==> config.mk <==
export PLATFORM = sky130hd
export DESIGN_NAME = addi_core
export DESIGN_NICKNAME = d
export VERILOG_FILES = /design/src/rtl/addi_core_pkg.sv /design/src/rtl/addi_pc_unit.sv /design/src/rtl/addi_decoder.sv /design/src/rtl/addi_gpr_array.sv /design/src/rtl/addi_core.sv
export SDC_FILE = /design/constraint.sdc
export NUM_CORES = 2
export LEC_CHECK = 0
export BUFFER_PORTS_ARGS = -buffer_cell sky130_fd_sc_hd__buf_2
export CORE_MARGIN = 5
export CORE_UTILIZATION = 55
export DETAILED_ROUTE_END_ITERATION = 8
export GPL_ROUTABILITY_DRIVEN = 0
export PLACE_DENSITY_LB_ADDON = 0.3
export SLEW_MARGIN = 0
export SYNTH_ARGS = -nofsm -noshare
export SYNTH_HDL_FRONTEND = slang
export SYNTH_SLANG_ARGS = --single-unit
==> constraint.sdc <==
create_clock -name clk -period 14.95 [get_ports clk]
set_input_delay 1.495 -clock clk [delete_from_list [all_inputs] [get_ports clk]]
set_output_delay 1.495 -clock clk [all_outputs]
set_load 0.05 [all_outputs]
==> src/rtl/addi_core_pkg.sv <==
package addi_core_pkg;

  localparam int unsigned XLEN      = 32;
  localparam int unsigned NREG      = 32;
  localparam int unsigned RIDX_W    = $clog2(NREG);
  localparam int unsigned IMM_W     = 12;
  localparam int unsigned STEP      = XLEN / 8;

  localparam logic [6:0] OPC_IMM_ALU = 7'b0010011;
  localparam logic [2:0] F3_ADD      = 3'b000;

  // register numbers brought out for debug
  localparam int unsigned RN_RA = 1;
  localparam int unsigned RN_SP = 2;
  localparam int unsigned RN_T0 = 5;
  localparam int unsigned RN_T1 = 6;
  localparam int unsigned RN_T2 = 7;
  localparam int unsigned RN_S0 = 8;
  localparam int unsigned RN_S1 = 9;
  localparam int unsigned RN_A0 = 10;

  typedef struct packed {
    logic [RIDX_W-1:0] dst;
    logic [RIDX_W-1:0] src;
    logic [XLEN-1:0]   imm;
    logic              legal;
  } dec_t;

  function automatic logic [RIDX_W-1:0] fld_dst(input logic [31:0] w);
    return w[11:7];
  endfunction

  function automatic logic [RIDX_W-1:0] fld_src(input logic [31:0] w);
    return w[19:15];
  endfunction

  function automatic logic [XLEN-1:0] imm_itype(input logic [31:0] w);
    return {{(XLEN-IMM_W){w[31]}}, w[31:20]};
  endfunction

  function automatic logic is_add_imm(input logic [31:0] w);
    return (w[6:0] == OPC_IMM_ALU) && (w[14:12] == F3_ADD);
  endfunction

  function automatic logic [XLEN-1:0] wrap_add(input logic [XLEN-1:0] a,
                                               input logic [XLEN-1:0] b);
    return a + b;
  endfunction

endpackage

==> src/rtl/addi_pc_unit.sv <==
module addi_pc_unit
  import addi_core_pkg::*;
(
  input  logic            clk,
  input  logic            rst_n,
  output logic [XLEN-1:0] pc_o
);

  logic [XLEN-1:0] pc_q;
  logic [XLEN-1:0] pc_next;

  assign pc_next = wrap_add(pc_q, XLEN'(STEP));

  always_ff @(posedge clk) begin
    if (!rst_n) pc_q <= '0;
    else        pc_q <= pc_next;
  end

  assign pc_o = pc_q;

  AST_PC_STEP: assert property (@(posedge clk) disable iff (!rst_n)
    rst_n |=> (pc_o == $past(pc_o) + 32'd4));

endmodule

==> src/rtl/addi_decoder.sv <==
module addi_decoder
  import addi_core_pkg::*;
(
  input  logic [31:0] instr_i,
  output dec_t        dec_o
);

  always_comb begin
    dec_o.dst   = fld_dst(instr_i);
    dec_o.src   = fld_src(instr_i);
    dec_o.imm   = imm_itype(instr_i);
    dec_o.legal = is_add_imm(instr_i);
  end

endmodule

==> src/rtl/addi_gpr_array.sv <==
module addi_gpr_array
  import addi_core_pkg::*;
(
  input  logic              clk,
  input  logic              rst_n,
  input  logic [RIDX_W-1:0] rd_idx_i,
  output logic [XLEN-1:0]   rd_data_o,
  input  logic              wr_en_i,
  input  logic [RIDX_W-1:0] wr_idx_i,
  input  logic [XLEN-1:0]   wr_data_i,
  output logic [XLEN-1:0]   dbg_ra_o,
  output logic [XLEN-1:0]   dbg_sp_o,
  output logic [XLEN-1:0]   dbg_t0_o,
  output logic [XLEN-1:0]   dbg_t1_o,
  output logic [XLEN-1:0]   dbg_t2_o,
  output logic [XLEN-1:0]   dbg_s0_o,
  output logic [XLEN-1:0]   dbg_s1_o,
  output logic [XLEN-1:0]   dbg_a0_o
);

  logic [XLEN-1:0] regs [NREG];
  logic            wr_real;

  // a write aimed at register zero is dropped here
  assign wr_real = wr_en_i && (wr_idx_i != '0);

  for (genvar g = 0; g < NREG; g++) begin : g_reg
    if (g == 0) begin : g_zero
      assign regs[g] = '0;
    end else begin : g_live
      always_ff @(posedge clk) begin
        if (!rst_n)
          regs[g] <= '0;
        else if (wr_real && (wr_idx_i == RIDX_W'(g)))
          regs[g] <= wr_data_i;
      end
    end
  end

  assign rd_data_o = regs[rd_idx_i];

  assign dbg_ra_o = regs[RN_RA];
  assign dbg_sp_o = regs[RN_SP];
  assign dbg_t0_o = regs[RN_T0];
  assign dbg_t1_o = regs[RN_T1];
  assign dbg_t2_o = regs[RN_T2];
  assign dbg_s0_o = regs[RN_S0];
  assign dbg_s1_o = regs[RN_S1];
  assign dbg_a0_o = regs[RN_A0];

  AST_ZERO_READ: assert property (@(posedge clk) disable iff (!rst_n)
    (rd_idx_i == '0) |-> (rd_data_o == '0));

  AST_RA_LANDS: assert property (@(posedge clk) disable iff (!rst_n)
    (wr_en_i && wr_idx_i == 5'd1) |=> (dbg_ra_o == $past(wr_data_i)));

  AST_A0_LANDS: assert property (@(posedge clk) disable iff (!rst_n)
    (wr_en_i && wr_idx_i == 5'd10) |=> (dbg_a0_o == $past(wr_data_i)));

  AST_IDLE_HOLD: assert property (@(posedge clk) disable iff (!rst_n)
    !wr_en_i |=> ($stable(dbg_ra_o) && $stable(dbg_sp_o) && $stable(dbg_a0_o)));

endmodule

==> src/rtl/addi_core.sv <==
module addi_core
  import addi_core_pkg::*;
(
  input  logic        clk,
  input  logic        rst_n,
  input  logic [31:0] instr_i,
  output logic [31:0] pc_o,
  output logic [31:0] dmem_addr_o,
  output logic [31:0] dmem_wdata_o,
  output logic [3:0]  dmem_wmask_o,
  output logic [31:0] dbg_ra_o,
  output logic [31:0] dbg_sp_o,
  output logic [31:0] dbg_t0_o,
  output logic [31:0] dbg_t1_o,
  output logic [31:0] dbg_t2_o,
  output logic [31:0] dbg_s0_o,
  output logic [31:0] dbg_s1_o,
  output logic [31:0] dbg_a0_o
);

  dec_t            dec_w;
  logic [XLEN-1:0] src_val_w;
  logic [XLEN-1:0] sum_w;
  logic            gpr_we_w;

  addi_pc_unit u_pc (
    .clk   (clk),
    .rst_n (rst_n),
    .pc_o  (pc_o)
  );

  addi_decoder u_dec (
    .instr_i (instr_i),
    .dec_o   (dec_w)
  );

  // fixed control: add selected, write enabled for a legal instruction
  assign sum_w    = wrap_add(src_val_w, dec_w.imm);
  assign gpr_we_w = dec_w.legal;

  addi_gpr_array u_gpr (
    .clk       (clk),
    .rst_n     (rst_n),
    .rd_idx_i  (dec_w.src),
    .rd_data_o (src_val_w),
    .wr_en_i   (gpr_we_w),
    .wr_idx_i  (dec_w.dst),
    .wr_data_i (sum_w),
    .dbg_ra_o  (dbg_ra_o),
    .dbg_sp_o  (dbg_sp_o),
    .dbg_t0_o  (dbg_t0_o),
    .dbg_t1_o  (dbg_t1_o),
    .dbg_t2_o  (dbg_t2_o),
    .dbg_s0_o  (dbg_s0_o),
    .dbg_s1_o  (dbg_s1_o),
    .dbg_a0_o  (dbg_a0_o)
  );

  // data port present but idle
  assign dmem_addr_o  = '0;
  assign dmem_wdata_o = '0;
  assign dmem_wmask_o = '0;

  AST_NO_STRAY_WRITE: assert property (@(posedge clk) disable iff (!rst_n)
    (instr_i[6:0] != 7'b0010011 || instr_i[14:12] != 3'b000) |-> !gpr_we_w);

  AST_IMM_SIGN: assert property (@(posedge clk) disable iff (!rst_n)
    ($countones(dec_w.imm[31:11]) == (instr_i[31] ? 21 : 0)));

  AST_WRAP_SUM: assert property (@(posedge clk) disable iff (!rst_n)
    (src_val_w == 32'hFFFF_FFFF && dec_w.imm == 32'd1) |-> (sum_w == 32'd0));

endmodule

==> results.py <==
metrics = {
    "placement": {
        "io_buffer_count": 319,
        "hpwl_mm": 101,
        "placed_cell_area_um2": 48400,
        "place_ws_ns": 7.02,
    },
    "power_and_ir_drop": {
        "peakVddDrop_uv": 99.6,
        "power.static_leakage_nw": 18.4,
        "powerDensity_nw_per_um2": 109,
    },
    "timing": {
        "fmax_mhz": 136,
        "rsz0062_at_grt": "no",
        "finalSetupTns_ns": 0,
        "fin_skew_ns": 0.0343,
        "period_needed_ns": 7.38,
        "holdWs_ns": 0.451,
        "slew_headroom_pct": 7.77,
        "tightest_slew_ns": 1.38,
        "setup-violations-final": 0,
        "final_hold_viol_count": 0,
        "maxSlewViolCount": 0,
        "period_share_pct": 49.3,
        "fin_ws_ns": 7.57,
    },
    "floorplanning": {
        "die-area_um2": 93800,
        "chipHeight_um": 306,
        "start_util_pct": 55.5,
        "std_cell_rows": 108,
        "io_pins": 390,
        "core_region_area_um2": 86900,
        "die_w_um": 306,
    },
    "cells_and_area": {
        "fin_nets": 5342,
        "area_delta_synth_final_pct": 7.41,
        "layout-drive-gt1-share_pct": 19.4,
        "final_cell_mix": "nand2_1 (1,038), dfxtp_1 (1,022), a21oi_1 (702)",
        "fin_area_um2": 51800,
        "final_common_cell": "nand2_1",
    },
    "yosys": {
        "synth.yosys.warnings": 0,
        "synthArstFlopShare_pct": 0,
        "syn_avg_cell_area_um2": 8.74,
        "ys_types": 63,
        "ys_seq_area_share_pct": 42.4,
        "synth_area_um2": 48300,
        "synth_edf_count": 0,
        "ys.flop_type": "dfxtp_1",
        "syn_inst": 5520,
        "ys_ff_latch": 1022,
    },
    "route": {
        "viasPerCell": 6.46,
        "dr.pass1.iters": 8,
        "wl_per_cell_um": 25.2,
        "num_vias": 42120,
        "routed_wirelength_mm": 164,
        "drtIter0Drc": 6155,
        "antenna_left": 0,
        "post-route-drc-count": 0,
    },
    "grt": {
        "grt_pass1_vias": 39305,
        "grt_overflow": 0,
        "grt_first_pass_wirelength_mm": 245,
        "grt_use_total_pct": 33.4,
        "antenna_found_initial": 5,
        "grt_max_degree": 238,
    },
    "cts": {
        "post_cts_buffers": 0,
        "cts.sinks": 1022,
        "h-tree-depth": 3,
        "worstSkewPairLatency_ns": 0.70,
        "cts_root_buf": "clkbuf_16",
        "holdBufCountCts": 0,
        "tritoncts": "built",
        "cts_resized": 0,
        "cts_made_buffers": 101,
        "clkSlewWorstSetupHoldPaths_ns": 0.06,
        "clk_path_buf_depth": 3,
    },
    "critical_path": {
        "worstSetupStartpoint": "instr_i[15]",
        "cp-start-kind": "primary input",
        "worst-path-max-fanout": 70,
        "worstSetupPathType": "in2reg",
        "required_ns": 15.44,
        "cp-end-kind": "flop",
        "worstPathArrival_ns": 7.87,
        "rr_startpoint": "u_gpr.dbg_ra_o[0]",
    },
    "flow_run": {
        "drv_cap": 0,
    },
    "hold_path": {
        "hold_path_class": "reg2reg",
        "hp-start": "u_gpr.regs[173]",
    },
    "outcome": {
        "status": "finished, final reports clean",
    },
}
flip-flops by register name, indices dropped and copies added, names as in the netlist:
name,cells
u_gpr.dbg_a0_o,32
u_gpr.dbg_ra_o,32
u_gpr.dbg_s0_o,32
u_gpr.dbg_s1_o,32
u_gpr.dbg_sp_o,32
u_gpr.dbg_t0_o,32
u_gpr.dbg_t1_o,32
u_gpr.dbg_t2_o,32
u_gpr.regs,736
u_pc.pc_o,30
report_power, final:
part / internal [W] / switching, W
registers: 0.00272 / 0.000000903
clock network: 0.00152 / 0.00112
logic: 0.0000612 / 0.000231
critical path, stage by stage:
cell and delay, ns:
buf_8 0.59, buf_4 0.80, mux4_2 0.59, mux4_2 0.54, mux2_2 0.29, ha_1 0.21
inv_1 0.08, fa_1 0.25, nor2b_1 0.08, o31ai_1 0.42, a31oi_1 0.30, a211o_1 0.38
nand3_1 0.11, buf_4 0.33, o21a_1 1.02, o211ai_1 0.23
cell families after synthesis:
group	Yosys count	synth area share [%]
and+or+nand+nor	2002	17.3
AOI/OAI and AO/OA	1205	14.4
DFF	1022	42.4
buffers and inverters	864	9.30
muxes	357	15.0
xor gates and xnor gates	36	0.653
adders and majority gates	33	0.871
other	1	0.00777
area by class of cell:
cell class | instances | area, um^2
clock inverter | 36 | 439
multi-input combinational | 3703 | 23900
sequential | 1022 | 20500
clock buffer | 151 | 3020
tap | 1155 | 1450
timing repair buffer | 436 | 2560
antenna | 3 | 7.51
fill | 7403 | 35000
inverter | 11 | 48.8
Yosys cell counts, types with 14 or more instances:
| library cell | number | area share (%) |
|---|---|---|
| nand2_1 | 1040 | 8.1 |
| dfxtp_1 | 1022 | 42 |
| a21oi_1 | 702 | 7.3 |
| nand3_1 | 488 | 5.1 |
| clkbuf_1 | 485 | 3.8 |
| nor2_1 | 385 | 3.0 |
| buf_4 | 327 | 5.1 |
| mux4_2 | 287 | 13 |
| o21ai_0 | 198 | 2.1 |
| a211oi_1 | 67 | 1.0 |
| o211ai_1 | 67 | 1.0 |
| mux2_2 | 63 | 1.5 |
| a22o_1 | 32 | 0.58 |
| ha_1 | 32 | 0.83 |
| o31ai_1 | 32 | 0.50 |
| o41ai_1 | 31 | 0.56 |
| buf_1 | 27 | 0.21 |
| xor2_1 | 23 | 0.42 |
| a21o_1 | 20 | 0.31 |
| or3_1 | 16 | 0.21 |
| nand4_1 | 15 | 0.19 |
| buf_2 | 14 | 0.15 |
through the flow:
stage | power (W) | util (%) | std cells
after floorplan | 0.00301 | - | 5589
after detailed placement | 0.00307 | 55.7 | 6327
final | 0.00566 | 59.7 | 6517
after global routing | 0.00579 | 59.7 | 6514
after global placement | 0.00307 | 55.7 | 6327
after CTS | 0.00565 | 59.7 | 6514
layer usage:
metal / track usage, % / up-vias / wire [um]
met5: 0 / - / 47
met1: 45.0 / 20271 / 61700
met2: 50.2 / 2825 / 71800
met3: 8.74 / 591 / 21100
met4: 16.6 / 6 / 9840
li1: - / 18427 / -
worst paths after layout:
check,to,slack (ns),cells after the start
max,u_gpr.regs[220],7.57,16
min,u_gpr.regs[173],0.45,2
max reg2reg,u_gpr.regs[220],9.60,15
min reg2reg,u_gpr.regs[173],0.45,2
Power figures use the tool's default switching activity.
